## config.mk

```make
export PLATFORM = sky130hd
export DESIGN_NAME = kwdog_top
export DESIGN_NICKNAME = d
export VERILOG_FILES = /design/src/rtl/kwdog_pkg.sv /design/src/rtl/kwdog_keys.sv /design/src/rtl/kwdog_count.sv /design/src/rtl/kwdog_top.sv
export SDC_FILE = /design/constraint.sdc
export NUM_CORES = 1
export LEC_CHECK = 0
export ABC_CLOCK_PERIOD_IN_PS = 2680
export BUFFER_PORTS_ARGS = -buffer_cell sky130_fd_sc_hd__buf_2
export CORE_UTILIZATION = 26
export DETAILED_ROUTE_END_ITERATION = 12
export PLACE_DENSITY = 0.53
export SYNTH_ARGS = -nofsm -noshare
export SYNTH_HDL_FRONTEND = slang
export SYNTH_SLANG_ARGS = --single-unit
```

## constraint.sdc

```tcl
create_clock -name clk -period 2.68 [get_ports clk]
set_input_delay 0.268 -clock clk [delete_from_list [all_inputs] [get_ports clk]]
set_output_delay 0.268 -clock clk [all_outputs]
set_load 0.03 [all_outputs]
```

## src/rtl/kwdog_pkg.sv

```systemverilog
package kwdog_pkg;
  localparam int unsigned ADDR_W = 6;
  localparam int unsigned DATA_W = 16;

  localparam logic [ADDR_W-1:0] A_FEED   = 6'h00;
  localparam logic [ADDR_W-1:0] A_TMO    = 6'h04;
  localparam logic [ADDR_W-1:0] A_KILL1  = 6'h08;
  localparam logic [ADDR_W-1:0] A_KILL2  = 6'h0C;
  localparam logic [ADDR_W-1:0] A_STAT   = 6'h10;
  localparam logic [ADDR_W-1:0] A_CNT    = 6'h14;
  localparam logic [ADDR_W-1:0] A_JTAG   = 6'h18;
  localparam logic [ADDR_W-1:0] A_RESUME = 6'h1C;
  localparam logic [ADDR_W-1:0] A_EVT    = 6'h20;
  localparam logic [ADDR_W-1:0] A_MASK   = 6'h24;
  localparam logic [ADDR_W-1:0] A_FRC    = 6'h28;

  localparam logic [DATA_W-1:0] K_FEED   = 16'hFEED;
  localparam logic [DATA_W-1:0] K_KILL1  = 16'h2BAD;
  localparam logic [DATA_W-1:0] K_KILL2  = 16'hCAFE;
  localparam logic [DATA_W-1:0] K_RESUME = 16'hACED;
  localparam logic [DATA_W-1:0] K_STCLR  = 16'hE8B4;
  localparam logic [DATA_W-1:0] V_OFF    = 16'hDABE;
  localparam logic [DATA_W-1:0] V_TOUT   = 16'hCFE8;

  typedef struct packed {
    logic feed;
    logic resume;
    logic kill;
    logic tmo_we;
    logic stat_clr;
    logic ack;
    logic frc_we;
    logic mask_we;
    logic jtag_we;
  } ctl_t;
endpackage

```

## src/rtl/kwdog_keys.sv

```systemverilog
module kwdog_keys
  import kwdog_pkg::*;
(
  input  logic              clk,
  input  logic              rst_n,
  input  logic [ADDR_W-1:0] addr,
  input  logic              wr_en,
  input  logic [DATA_W-1:0] wr_data,
  output ctl_t              ctl
);
  logic armed_q;

  always_comb begin
    ctl = '0;
    if (wr_en) begin
      case (addr)
        A_FEED:   ctl.feed     = (wr_data == K_FEED);
        A_TMO:    ctl.tmo_we   = 1'b1;
        A_KILL2:  ctl.kill     = armed_q && (wr_data == K_KILL2);
        A_STAT:   ctl.stat_clr = (wr_data == K_STCLR);
        A_RESUME: ctl.resume   = (wr_data == K_RESUME);
        A_EVT:    ctl.ack      = wr_data[0];
        A_FRC:    ctl.frc_we   = 1'b1;
        A_MASK:   ctl.mask_we  = 1'b1;
        A_JTAG:   ctl.jtag_we  = 1'b1;
        default:  ctl = '0;
      endcase
    end
  end

  // first key arms the shutdown for exactly the next bus write
  always_ff @(posedge clk or negedge rst_n) begin
    if (!rst_n)     armed_q <= 1'b0;
    else if (wr_en) armed_q <= (addr == A_KILL1) && (wr_data == K_KILL1);
  end
endmodule

```

## src/rtl/kwdog_count.sv

```systemverilog
module kwdog_count
  import kwdog_pkg::*;
#(
  parameter int unsigned CNT_W   = 15,
  parameter int unsigned DEF_TMO = 6000
) (
  input  logic             clk,
  input  logic             rst_n,
  input  ctl_t             ctl,
  input  logic [CNT_W-1:0] wr_tmo,
  input  logic             tick,
  input  logic             hold,
  output logic [CNT_W-1:0] tmo_q,
  output logic [CNT_W-1:0] cnt_q,
  output logic             settle_q,
  output logic             en_q,
  output logic             warn,
  output logic             hit,
  output logic             pulse_q
);
  localparam logic [CNT_W-1:0] ONE  = CNT_W'(1);
  localparam logic [CNT_W-1:0] TWO  = CNT_W'(2);
  localparam logic [CNT_W-1:0] INIT = CNT_W'(DEF_TMO);

  logic             run_q, run_n, en_n;
  logic [CNT_W-1:0] cnt_n, tmo_n;

  always_comb begin
    cnt_n = cnt_q;
    tmo_n = tmo_q;
    en_n  = en_q;
    run_n = run_q;
    warn  = 1'b0;
    hit   = 1'b0;
    if (ctl.tmo_we) tmo_n = wr_tmo;
    if (ctl.resume && !en_q) begin
      en_n  = 1'b1;
      run_n = 1'b0;
    end
    if (ctl.kill) begin
      en_n  = 1'b0;
      run_n = 1'b0;
    end
    if (en_q && run_q && tick && !hold) begin
      if (cnt_q <= ONE) begin
        hit   = 1'b1;
        cnt_n = tmo_q;
      end else begin
        warn  = (cnt_q == TWO);
        cnt_n = cnt_q - ONE;
      end
    end
    if (ctl.feed && en_q) begin
      cnt_n = tmo_q;
      run_n = 1'b1;
    end
  end

  always_ff @(posedge clk or negedge rst_n) begin
    if (!rst_n) begin
      tmo_q    <= INIT;
      cnt_q    <= INIT;
      en_q     <= 1'b0;
      run_q    <= 1'b0;
      settle_q <= 1'b0;
      pulse_q  <= 1'b0;
    end else begin
      tmo_q    <= tmo_n;
      cnt_q    <= cnt_n;
      en_q     <= en_n;
      run_q    <= run_n;
      settle_q <= (cnt_n != cnt_q);
      pulse_q  <= hit;
    end
  end
endmodule

```

## src/rtl/kwdog_top.sv

```systemverilog
module kwdog_top
  import kwdog_pkg::*;
#(
  parameter int unsigned CNT_W   = 15,
  parameter int unsigned DEF_TMO = 6000
) (
  input  logic              clk,
  input  logic              rst_n,
  input  logic              tick,
  input  logic              dbg_mode,
  input  logic [ADDR_W-1:0] addr,
  input  logic              wr_en,
  input  logic [DATA_W-1:0] wr_data,
  input  logic              rd_en,
  output logic [DATA_W-1:0] rd_data,
  output logic              irq,
  output logic              rst_req
);
  ctl_t             ctl;
  logic [CNT_W-1:0] tmo_w, cnt_w;
  logic             settle_w, en_w, warn_w, hit_w;
  logic             evt_q, mask_q, frc_q, jen_q, tout_q;
  logic             frc_n;
  logic [DATA_W-1:0] mux;

  kwdog_keys u_keys (
    .clk(clk), .rst_n(rst_n), .addr(addr), .wr_en(wr_en),
    .wr_data(wr_data), .ctl(ctl)
  );

  kwdog_count #(.CNT_W(CNT_W), .DEF_TMO(DEF_TMO)) u_count (
    .clk(clk), .rst_n(rst_n), .ctl(ctl), .wr_tmo(wr_data[CNT_W-1:0]),
    .tick(tick), .hold(dbg_mode && !jen_q), .tmo_q(tmo_w), .cnt_q(cnt_w),
    .settle_q(settle_w), .en_q(en_w), .warn(warn_w), .hit(hit_w),
    .pulse_q(rst_req)
  );

  assign frc_n = ctl.frc_we ? wr_data[0] : frc_q;

  always_ff @(posedge clk or negedge rst_n) begin
    if (!rst_n) begin
      evt_q  <= 1'b0;
      mask_q <= 1'b0;
      frc_q  <= 1'b0;
      jen_q  <= 1'b0;
      tout_q <= 1'b0;
    end else begin
      evt_q <= (evt_q && !ctl.ack) || warn_w || frc_n;
      frc_q <= frc_n;
      if (ctl.mask_we) mask_q <= wr_data[0];
      if (ctl.jtag_we) jen_q  <= wr_data[0];
      if (hit_w)             tout_q <= 1'b1;
      else if (ctl.stat_clr) tout_q <= 1'b0;
    end
  end

  assign irq = evt_q && mask_q;

  always_comb begin
    case (addr)
      A_TMO:   mux = DATA_W'(tmo_w);
      A_KILL2: mux = en_w ? '0 : V_OFF;
      A_STAT:  mux = tout_q ? V_TOUT : '0;
      A_CNT:   mux = DATA_W'(cnt_w) | {settle_w, {(DATA_W-1){1'b0}}};
      A_JTAG:  mux = {{(DATA_W-2){1'b0}}, dbg_mode, jen_q};
      A_EVT:   mux = {{(DATA_W-1){1'b0}}, evt_q};
      A_MASK:  mux = {{(DATA_W-1){1'b0}}, mask_q};
      A_FRC:   mux = {{(DATA_W-1){1'b0}}, frc_q};
      default: mux = '0;
    endcase
  end

  assign rd_data = rd_en ? mux : '0;
endmodule

```

Word level (Yosys, flattened, before mapping)
Cells that the tools add are included. Widths: inputs -> output; s select.

Output and inout port bits: 18. Register bits after elaboration: 40.

Multiplexer cells: 29. Bitwise logic cells: 1. $lt $le $gt $ge: 1. Reduce and logical (&&, ||, !) cells: 20. Add/sub/neg operators: 1. Equal/unequal tests: 17.

Operators with widths (number): $pmux 16 s8 (1); $eq 16x16->1 const B (4); $mux 16 (3); $mux 15 (3); $eq 6x5->1 const B (4); $mux 1 (21); $eq 6x6->1 const B (3); $eq 16x14->1 const B (1); $or 15x16->16 (1); $eq 15x2->1 const B (1); $le 15x1->1 const B (1); $ne 15x15->1 (1); $sub 15x1->15 const B (1); $eq 6x4->1 const B (2); $logic_and 1x1->1 (10); $mux 9 (1); $eq 6x3->1 const B (1); $logic_not 6->1 (1); $logic_not 1->1 (4); $reduce_bool 2->1 (2); $reduce_bool 3->1 (1); $logic_or 1x1->1 (2).

Logic depth before layout (Yosys ltp)
Gate-level depths: netlist of run 1.

Depth in word-level cells: 8. Gate-level depth with buffers: 10.

Hierarchy
A second synthesis of run 1 with hierarchy kept.

Cells, all modules: 332. Area total of the unflattened synthesis: 2944.1 sq um.

Modules (own cells, without submodules): kwdog_count (cells each 215, area an instance 2013.2 sq um, sequential area each 868.3 sq um, times used 1); kwdog_top (cells each 78, area an instance 635.6 sq um, sequential area each 125.1 sq um, times used 1); kwdog_keys (cells each 39, area an instance 295.3 sq um, sequential area each 25.0 sq um, times used 1).

Worst setup path before layout of run 1
OpenSTA, ideal clock, no wires.

Path type: in2out. From: input port addr[5]. To: output port rd_data[11]. Slack: 506 ps. Stages on the path: 6. Data arrival time: 1906 ps. Required time: 2412 ps. Cell sequence: or2_2 -> clkbuf_1 -> or3_1 -> and2_0 -> clkbuf_1 -> a21oi_1.

Longest elaborated chain between the ends: 3. Elaborated cells between the ends (all ways): 10. Classes of those cells: eq/ne: 8; mux: 2.

Ends and longest elaborated chain: from (decl) (RTL line kwdog_top.sv:11) `input logic [ADDR_W-1:0] addr,`; $eq 6x6->1, or another cell as far along (RTL line kwdog_top.sv:60) `case (addr)`; $pmux 16 s8 * (RTL line kwdog_top.sv:60); $mux 16 * (RTL line kwdog_top.sv:73) `assign rd_data = rd_en ? mux : '0;`; to (decl) (RTL line kwdog_top.sv:15) `output logic [DATA_W-1:0] rd_data,`.

Mark *: on every way between the ends. The rest lies on a longest branch, timed or not.

Worst setup path after layout of run 1
From: register u_count.cnt_q[7]. To: register u_count.settle_q.

Longest elaborated chain between the ends: 5. Elaborated cells between the ends (all ways): 6. Classes of those cells: add/sub: 1; order compare: 1; eq/ne: 1; mux: 3.

Ends and longest elaborated chain: from (decl) (RTL line kwdog_count.sv:14) `output logic [CNT_W-1:0] cnt_q,`; from (signal assigned) (RTL line kwdog_count.sv:69) `cnt_q <= cnt_n;`; $sub 15x1->15 or $le 15x1->1 (tied branches) (RTL line kwdog_count.sv:50, kwdog_count.sv:45); $mux 15 (RTL line kwdog_count.sv:45) `if (cnt_q <= ONE) begin`; $mux 15 (RTL line kwdog_count.sv:44) `if (en_q && run_q && tick && !hold) begin`; $mux 15 (RTL line kwdog_count.sv:53) `if (ctl.feed && en_q) begin`; $ne 15x15->1 * (RTL line kwdog_count.sv:72) `settle_q <= (cnt_n != cnt_q);`; to (signal assigned) (RTL line kwdog_count.sv:72); to (decl) (RTL line kwdog_count.sv:15) `output logic settle_q,`.

Marked as above. A chain may end at the register's enable or synchronous reset.

==> results of run 1 <==
## stage by stage
| step | utilization (%) | setup WS (ps) | area (µm²) | power, mW | instances |
|---|---|---|---|---|---|
| floorplan | - | 506 | 2610 | 0.791 | 285 |
| global placement | 30.5 | 325 | 2970 | 0.880 | 455 |
| detailed placement | 30.5 | 270 | 2970 | 0.881 | 455 |
| CTS | 31.4 | 237 | 3060 | 1.31 | 463 |
| global route | 31.5 | 21.6 | 3070 | 1.36 | 463 |
| finish | 31.5 | 308 | 3070 | 1.29 | 463 |
## worst reg2reg max path, cell delays in order, from the launching register on
cell and delay, ps:
dfrtp_1 450, or4_4 600, a211oi_1 300, nor3b_2 340
a21boi_4 240, nor3_1 250, o21ai_1 80
## final timing paths
check / startpoint / end / slack [ps] / cells past startpoint
max in group asynchronous: rst_n / u_count.tmo_q[3] / 2010 / 1
worst max register to register: u_count.cnt_q[7] / u_count.settle_q / 310 / 6
worst max-delay path: u_count.cnt_q[7] / u_count.settle_q / 310 / 6
worst min register to register: tout_q / tout_q / 490 / 1
min in group clk: wr_data[2] / u_count.tmo_q[2] / 220 / 2
worst min-delay path: rst_n / u_count.cnt_q[14] / 110 / 1
## area by class of cell
| cell class | count | share of cell area [%] |
|---|---|---|
| Sequential cell | 40 | 33.2 |
| Tap cell | 133 | 5.43 |
| Clock buffer | 8 | 2.94 |
| Multi-Input combinational cell | 222 | 48.5 |
| Timing Repair Buffer | 51 | 8.82 |
| Inverter | 9 | 1.10 |
## registers in the layout, summed over array words and instances (netlist names)
signal            cells
u_keys.armed_q        1
tout_q                1
u_count.cnt_q        15
u_count.settle_q      1
frc_q                 1
u_count.en_q          1
u_count.pulse_q       1
u_count.run_q         1
jen_q                 1
u_count.tmo_q        15
mask_q                1
evt_q                 1
## cells by family (layout without fill, tap and decap cells)
| kind of cell | Yosys count | in the layout | synth area share (%) |
|---|---|---|---|
| compound gates | 68 | 68 | 16.4 |
| xor+xnor | 22 | 22 | 7.40 |
| fa+ha+maj | 3 | 3 | 1.44 |
| buf+inv | 23 | 68 | 4.27 |
| flops | 40 | 40 | 39.1 |
| mux | 20 | 20 | 8.74 |
| simple gates | 109 | 109 | 22.6 |
## Yosys cell counts (3+ instances only)
master and instances:
nand2_1 17, a21oi_1 31, nand3_1 6, nor2_1 32, xnor2_1 18, nor3_1 9
xor2_1 4, inv_1 9, buf_6 3, a22oi_1 14, or4_4 3, dfstp_2 14
nand2b_1 4, nor4_1 7, ha_1 3, clkbuf_1 9, o21ai_0 3, dfrtp_1 26
mux2_2 18, nand4_1 10, nor2b_1 3
## metal layers
metal | part of all wire, % | track usage (%) | vias up
met1 | 49 | 22.7 | 1165
met2 | 45 | 24.4 | 62
met5 | 0 | 0 | -
li1 | - | - | 1131
met4 | 0.74 | 3.41 | 0
met3 | 4.7 | 3.08 | 5
## where the power goes
| group | switching, mW | internal (mW) | total (mW) |
|---|---|---|---|
| logic | 0.0910 | 0.0777 | 0.169 |
| clock network | 0.213 | 0.210 | 0.423 |
| registers | 0.0462 | 0.652 | 0.699 |
| total | 0.350 | 0.940 | 1.29 |
==> impl_results.md, run 1 <==
- Count of cell types in the netlist: 53
- Total number of vias: 2363
- Die area: 10400 µm²
- TritonRoute pass-1 iters: 4
- Syn Nets: 316
- Crit path max fanout: 29
- Leading area contributor after synthesis: dfrtp_1
- Status: finished, final reports clean
- Initial antenna violation count: 0
- Final setup viols: 0
- Worst slew margin: 39.5%
- Share of layout cells above drive strength 1: 29.7%
- Initial core utilization: 26.8%
- Pwr Density: 421 nW/µm²
- Root Buffer: clkbuf_8
- FF+latch area: 1020 µm²
- CTS tree: done
- WHS: 106 ps
- Largest delay contributor family on the critical path: simple AND/OR/NAND/NOR gates
- CTS buffer count: 5
- # clock sinks: 40
- Critical path type: flop to flop
- Minimum clock period: 2370 ps
- Bufs and invs on worst path: 0
- Clock-pin slew on the worst setup and hold paths: 80 ps
- Final nets: 360
- Yosys warnings: 0
- Worst slew pin tran: 908 ps
- DRT Wirelength: 7580 µm
- Crit-path cells: or4_4 -> a211oi_1 -> nor3b_2 -> a21boi_4 -> nor3_1 -> o21ai_1
- Post-CTS setup buffers: 0
- Register area share after synthesis: 39.1%
- Largest net degree at the start of global routing: 41
- Hold Path Class: input port to async pin
- Final Hold Viols: 0
- Setup crit start kind: flop
- Die width: 102 µm
- Post-DP HPWL: 5820 µm
- Asr flop ratio synth: 100%
- Synthesized instance count: 285
- Clk_lat worst skew: 300 ps
- Post-synth top flop: dfrtp_1
- Max Buffers Root-to-Sink: 2
- Crit path capture type: flop
- H-tree levels: 2
- P&R area growth vs syn: 17.7%
- Crit-path slowest cell: or4_4
- Most frequent cells in the layout: buf_2 (45), nor2_1 (32), a21oi_1 (31)
- First-pass GRT wire length: 12300 µm
- Static leakage: 1.30 nW
- Post-synth top area share: 25.0%
- Filler cell count: 1081
- Critical path arrival: 2540 ps
- Unrepaired setup endpoints after global routing: false
- FF+latch count, synth: 40
- Final Max Tran Viols: 0
- Cell Rows: 36
- Overflow after GRT: 0
- Setup TNS: 0 ps
- Post-synth EDFFs: 0
- Slowest Stage Delay on Critical Path: 600 ps
- Number of antenna-violating nets in the routed design: 0
- DRC: 0
- Starting DRT DRC Count: 127
- Critical Path RT: 2850 ps
- Setup Skew: 10.9 ps
- Total of max-cap violations: 0
- CORE AREA: 9730 µm²
- GPL Wtd Cong: 0.876
- Port Buffers: 45
- Vert. Die Dim: 102 µm
- Max VDD drop: 172 µV
- Period utilization: 88.5%
- Number of global-route vias before repair: 2266
- DR vias/cell: 5.10
- Post-cts resize count: 0
- IO Count: 46
- FMAX: 422 MHz
- Wire per inst: 16.4 µm
- Area contributors post-synth: dfrtp_1 (25%), dfstp_2 (14%), mux2_2 (7.8%)
- Commonest non-fill, non-tap cell in the layout: buf_2
- Tot GR Track Use: 15.8%
- Area of the multi-input gates: 1490 µm²
- Avg Cell Area, Syn: 9.14 µm²
- Hold-fix buffers, CTS: 0
- # diodes: 0
- Mapped Area: 2600 µm²
Note: power is estimated with default switching activity, not from simulation.
==> run 2: changes to the inputs <==
--- a/config.mk
+++ b/config.mk
@@ -6,10 +6,10 @@
 export NUM_CORES = 1
 export LEC_CHECK = 0
 export ABC_CLOCK_PERIOD_IN_PS = 2680
-export BUFFER_PORTS_ARGS = -buffer_cell sky130_fd_sc_hd__buf_2
 export CORE_UTILIZATION = 26
 export DETAILED_ROUTE_END_ITERATION = 12
-export PLACE_DENSITY = 0.53
+export DONT_BUFFER_PORTS = 1
+export PLACE_DENSITY = 0.49
 export SYNTH_ARGS = -nofsm -noshare
 export SYNTH_HDL_FRONTEND = slang
 export SYNTH_SLANG_ARGS = --single-unit
==> run 2 against run 1 <==
Against the previous run: count of clock-buffer cells in the layout decreased by 1; hold slack worse by 24 ps; register-to-register slack got worse by 20 ps; sequential share of layout area is 0.18 points higher; highest routed layer unchanged; largest cell class unchanged; wire length grew 5.0%; first-iteration DRC count rose by 11%; total power increased by 7.6%; sequential power barely moved; die area unchanged; global-route usage increased by 0.27 points; critical endpoint unchanged.
==> impl_results.md, run 2 (same netlist as run 1, synthesis figures left out) <==
- Bufs and invs on worst path: 0 (unchanged)
- Static leakage: 1.22 nW (was 1.30 nW)
- CORE AREA: 9730 µm² (unchanged)
- Initial antenna violation count: 0 (unchanged)
- Overflow after GRT: 0 (unchanged)
- # clock sinks: 40 (unchanged)
- Unrepaired setup endpoints after global routing: false (unchanged)
- First-pass GRT wire length: 12400 µm (was 12300 µm)
- Tot GR Track Use: 16.0% (was 15.8%)
- Worst slew pin tran: 759 ps (was 908 ps)
- Critical Path RT: 2850 ps (about the same)
- Pre-CTS setup slack: 271 ps (was 270 ps)
- Clock-pin slew on the worst setup and hold paths: 80 ps (about the same)
- Pwr Density: 455 nW/µm² (was 421 nW/µm²)
- Final Max Tran Viols: 0 (unchanged)
- # diodes: 0 (unchanged)
- Levels on crit path: 6 (unchanged)
- Port Buffers: 0 (was 45)
- Most frequent cells in the layout: nor2_1 (32), a21oi_1 (31), dfrtp_1 (26) (was buf_2 (45), nor2_1 (32), a21oi_1 (31))
- Cell Rows: 36 (unchanged)
- Share of layout cells above drive strength 1: 24.5% (was 29.7%)
- Non-filler cells, final: 439 (was 463)
- Setup TNS: 0 ps (unchanged)
- Biggest registers after layout: u_count.cnt_q (15), u_count.tmo_q (15) (unchanged)
- Post-Place Cells: 429 (was 455)
- Final setup viols: 0 (unchanged)
- Die area: 10400 µm² (unchanged)
- Crit path max fanout: 29 (unchanged)
- Initial core utilization: 26.8% (unchanged)
- DR vias/cell: 5.26 (was 5.10)
- PnR Total Power: 1.39 mW (was 1.29 mW)
- Critical path arrival: 2570 ps (was 2540 ps)
- Minimum clock period: 2400 ps (was 2370 ps)
- Starting DRT DRC Count: 141 (was 127)
- Total number of vias: 2308 (was 2363)
- Post-DP HPWL: 6040 µm (was 5820 µm)
- Setup crit start kind: flop (unchanged)
- Crit-path cells: or4_4 -> a211oi_1 -> nor3b_2 -> a21boi_4 -> nor3_1 -> o21ai_1 (unchanged)
- Clk_lat worst skew: 300 ps (about the same)
- Setup ws final: 284 ps (was 308 ps)
- DRC: 0 (unchanged)
- Commonest non-fill, non-tap cell in the layout: nor2_1 (was buf_2)
- CTS buffer count: 5 (unchanged)
- Vert. Die Dim: 102 µm (unchanged)
- CTS tree: done (unchanged)
- Post-CTS setup buffers: 0 (unchanged)
- Period utilization: 89.4% (was 88.5%)
- Status: finished, final reports clean (unchanged)
- GPL Wtd Cong: 0.844 (was 0.876)
- Crit path capture type: flop (unchanged)
- Max VDD drop: 171 µV (was 172 µV)
- H-tree levels: 2 (unchanged)
- Die width: 102 µm (unchanged)
- P&R area growth vs syn: 17.1% (was 17.7%)
- Total of max-cap violations: 0 (unchanged)
- Final Hold Viols: 0 (unchanged)
- TritonRoute pass-1 iters: 4 (unchanged)
- DRT Wirelength: 7960 µm (was 7580 µm)
- Largest delay contributor family on the critical path: simple AND/OR/NAND/NOR gates (unchanged)
- Max Buffers Root-to-Sink: 2 (unchanged)
- Hold Path Class: input port to flop (was input port to async pin)
- Reg2Reg Depth: 6 (unchanged)
- IO Count: 46 (unchanged)
- Worst slew margin: 49.3% (was 39.5%)
- Root Buffer: clkbuf_8 (unchanged)
- Number of global-route vias before repair: 2222 (was 2266)
- Critical path type: flop to flop (unchanged)
- FMAX: 417 MHz (was 422 MHz)
- Largest net degree at the start of global routing: 41 (unchanged)
- Crit-path slowest cell: or4_4 (unchanged)
- Hold path cells: 1
- Number of antenna-violating nets in the routed design: 0 (unchanged)
- Final nets: 336 (was 360)
- Wire per inst: 18.1 µm (was 16.4 µm)
- Setup Skew: 11.0 ps (was 10.9 ps)
- Slowest Stage Delay on Critical Path: 600 ps (about the same)
==> run 2: final timing paths <==
check / endpoint / startpoint / slack (ps)
worst max-delay path: u_count.settle_q / u_count.cnt_q[7] / 280
worst min-delay path: u_keys.armed_q / wr_en / 80
worst max register to register: u_count.settle_q / u_count.cnt_q[7] / 280
worst min register to register: tout_q / tout_q / 510
max in group asynchronous: u_count.cnt_q[10] / rst_n / 1980
min in group asynchronous: u_count.cnt_q[7] / rst_n / 420
==> run 2: per-stage QoR <==
step	area (µm²)	hold WS [ps]	util, %
final	3050	81.6	31.3
after global routing	3050	66.8	31.3
after CTS	3040	72.7	31.3
after detailed placement	2890	-25.1	29.7
after global placement	2890	-24.6	29.7
after floorplan	2610	-27.6	-
==> run 2: worst reg2reg max path: cells and delay by family, from the launching register on <==
family	cells	cell delay [ps]
AND/OR/NAND/NOR	3	1210
flip-flops	1	440
AO/OA/AOI/OAI	3	630
==> run 2: metal layers <==
layer / part of all wire [%] / global-route usage, %
met5: 0 / 0
met4: 2.6 / 6.70
met3: 5.9 / 3.63
met2: 44 / 24.0
met1: 47 / 22.2
==> run 2: final cells by class <==
| type | instances | area (µm²) |
|---|---|---|
| inverters | 9 | 33.8 |
| well taps | 133 | 166 |
| fillers | 1048 | 6680 |
| flip-flops and latches | 40 | 1020 |
| repair buffers | 27 | 218 |
| multi-input cells | 222 | 1490 |
| clock buffers | 7 | 96.3 |
| clock inverters | 1 | 30.0 |
==> run 2: power breakdown <==
part	total (mW)	switching, mW	internal [mW]
sequential	0.698	0.0459	0.652
combinational	0.137	0.0704	0.0667
clock	0.553	0.224	0.329
total	1.39	0.341	1.05
==> run 2: what timing repair did <==
| action | CTS | global route |
|---|---|---|
| hold endpoints to repair | 40 | 0 |
| gates resized for setup | 0 | 1 |
| setup endpoints to repair | 0 | 1 |
| hold buffers | 2 | 0 |
==> run 3: changes to the inputs <==
==> constraint.sdc (replaced) <==
create_clock -name clk -period 2.68 [get_ports clk]
set_input_delay 0.67 -clock clk [delete_from_list [all_inputs] [get_ports clk]]
set_output_delay 0.67 -clock clk [all_outputs]
set_load 0.03 [all_outputs]
==> run 3 against run 2 <==
Against the previous run: wire length fell by 1.9%; largest power group unchanged; sequential power up 0.7%; clock power fell by 9.0%; global-route usage down 0.44 points; hold slack worse by 25 ps; sequential share of layout area decreased by 1.0 points; first-iteration DRC count is 12% higher; critical path type is now input port to output port.
==> impl_results.md, run 3 (same netlist as run 1, synthesis figures left out) <==
- Status: finished, final reports clean (unchanged)
- Cell Rows: 36 (unchanged)
- Crit-path cells: nor2_1 -> nand3_1 -> or3_4 -> and2_4 -> a21oi_4 (was or4_4 -> a211oi_1 -> nor3b_2 -> a21boi_4 -> nor3_1 -> o21ai_1)
- Critical path arrival: 1880 ps (was 2570 ps)
- Final Hold Viols: 0 (unchanged)
- Number of antenna-violating nets in the routed design: 0 (unchanged)
- Post-Place Cells: 422 (was 429)
- Overflow after GRT: 0 (unchanged)
- # diodes: 0 (unchanged)
- Design internal power: 994 µW (was 1.05 mW)
- Most frequent cells in the layout: nor2_1 (30), dfrtp_1 (26), a21oi_1 (20) (was nor2_1 (32), a21oi_1 (31), dfrtp_1 (26))
- Hold-fix buffers, CTS: 0 (was 2)
- Max Buffers Root-to-Sink: 2 (unchanged)
- Initial core utilization: 26.8% (unchanged)
- GPL Wtd Cong: 0.816 (was 0.844)
- DR vias/cell: 5.18 (was 5.26)
- Switching pwr: 341 µW (about the same)
- Sequential power share: 52.6% (was 50.3%)
- Area of the multi-input gates: 1670 µm² (was 1490 µm²)
- First-pass GRT wire length: 12200 µm (was 12400 µm)
- Final setup viols: 0 (unchanged)
- Critical Path RT: 2010 ps (was 2850 ps)
- Largest net degree at the start of global routing: 41 (unchanged)
- CTS tree: done (unchanged)
- WHS: 56.6 ps (was 81.6 ps)
- Static leakage: 1.16 nW (was 1.22 nW)
- Number of global-route vias before repair: 2106 (was 2222)
- FMAX: 393 MHz (was 417 MHz)
- Die area: 10400 µm² (unchanged)
- Minimum clock period: 2550 ps (was 2400 ps)
- Max VDD drop: 256 µV (was 171 µV)
- CTS buffer count: 5 (unchanged)
- Commonest non-fill, non-tap cell in the layout: nor2_1 (unchanged)
- Initial antenna violation count: 0 (unchanged)
- Post-DP HPWL: 6000 µm (was 6040 µm)
- H-tree levels: 2 (unchanged)
- IO Count: 46 (unchanged)
- TritonRoute pass-1 iters: 5 (was 4)
- Vert. Die Dim: 102 µm (unchanged)
- Starting DRT DRC Count: 158 (was 141)
- Biggest registers after layout: u_count.cnt_q (15), u_count.tmo_q (15) (unchanged)
- Clock-pin slew on the worst setup and hold paths: 80 ps (about the same)
- P&R area growth vs syn: 20.7% (was 17.1%)
- Crit path capture type: output port (was flop)
- Wire per inst: 18.2 µm (was 18.1 µm)
- Critical path type: input port to output port (was flop to flop)
- Pwr Density: 425 nW/µm² (was 455 nW/µm²)
- # clock sinks: 40 (unchanged)
- Post-CTS setup buffers: 0 (unchanged)
- Clk pwr share: 37.7% (was 39.8%)
- Worst slew pin tran: 811 ps (was 759 ps)
- PnR Total Power: 1.33 mW (was 1.39 mW)
- Non-filler cells, final: 430 (was 439)
- Combinational Power Share: 9.7% (was 9.9%)
- Unrepaired setup endpoints after global routing: false (unchanged)
- Slowest Stage Delay on Critical Path: 410 ps (was 600 ps)
- Layout Utilization: 32.3% (was 31.3%)
- Tot GR Track Use: 15.6% (was 16.0%)
- Total number of vias: 2228 (was 2308)
- Clk_lat worst skew: 300 ps (about the same)
- Hold Path Class: input port to async pin (was input port to flop)
- Worst slew margin: 45.6% (was 49.3%)
- DRT Wirelength: 7810 µm (was 7960 µm)
- Die width: 102 µm (unchanged)
- Total of max-cap violations: 0 (unchanged)
- Switching share of power: 25.5% (was 24.5%)
- Share of layout cells above drive strength 1: 28.6% (was 24.5%)
- Period utilization: 95.0% (was 89.4%)
- Post-cts resize count: 0 (unchanged)
- Setup Skew: 8.88 ps (was 11.0 ps)
- Root Buffer: clkbuf_8 (unchanged)
- Crit-path slowest cell: or3_4 (was or4_4)
- Port Buffers: 0 (unchanged)
- Final Max Tran Viols: 0 (unchanged)
- FF+latch area: 1020 µm² (unchanged)
- Filler cell count: 1045 (was 1048)
- Setup crit start kind: input port (was flop)
- DRC: 0 (unchanged)
- Crit path max fanout: 7 (was 29)
- CORE AREA: 9730 µm² (unchanged)
- Final nets: 327 (was 336)
[run 3: changes by cell type in the layout (fill, tap and decap cells not counted), sizes merged]
cell / change
dlygate4sd3: -1
clkinvlp: +1
clkbuf: -2
clkinv: +1
buf: -8
[run 3: per-layer routing]
metal	up-vias	GRT usage, %	wire (µm)
met2	68	23.1	3530
met4	0	4.07	64
met5	-	0	0
li1	1065	-	-
met1	1090	23.2	3760
met3	5	2.74	450
[run 3: final cells by class]
type / count / share of cell area (%)
inverter: 9 / 1.07
multi-input combinational: 222 / 53.0
clock inverter: 3 / 1.35
sequential: 40 / 32.4
tap: 133 / 5.29
timing repair buffer: 18 / 4.70
clock buffer: 5 / 2.19
[run 3: critical path, delay by kind of cell]
kind | cells | cell delay [ps]
simple gates | 4 | 920
compound gates | 1 | 280
[run 3: final timing paths]
check                                 startpoint                 to  slack [ps]  cells past startpoint
max in group asynchronous                  rst_n   u_count.tmo_q[4]        2420                      0
worst max-delay path                     addr[1]        rd_data[11]         130                      5
min in group clk                           wr_en     u_keys.armed_q         480                      1
worst min-delay path                       rst_n  u_count.cnt_q[13]          60                      0
worst min register to register            tout_q             tout_q         490                      1
worst max register to register  u_count.cnt_q[6]  u_count.cnt_q[11]         330                      7
[run 3: power groups by stage]
stage	logic (mW)	registers, mW	clock network [mW]
after floorplan	0.109	0.691	0
after global placement	0.127	0.714	0
after detailed placement	0.128	0.714	0
after CTS	0.129	0.703	0.517
after global routing	0.141	0.706	0.539
final	0.129	0.703	0.503
[run 3: stage by stage]
step	setup WS, ps	TNS [ps]	instance area, µm²
after floorplan	-24.4	-75.8	2820
after global placement	133	0	3030
after detailed placement	139	0	3030
after CTS	135	0	3140
after global routing	41.3	0	3140
final	135	0	3140
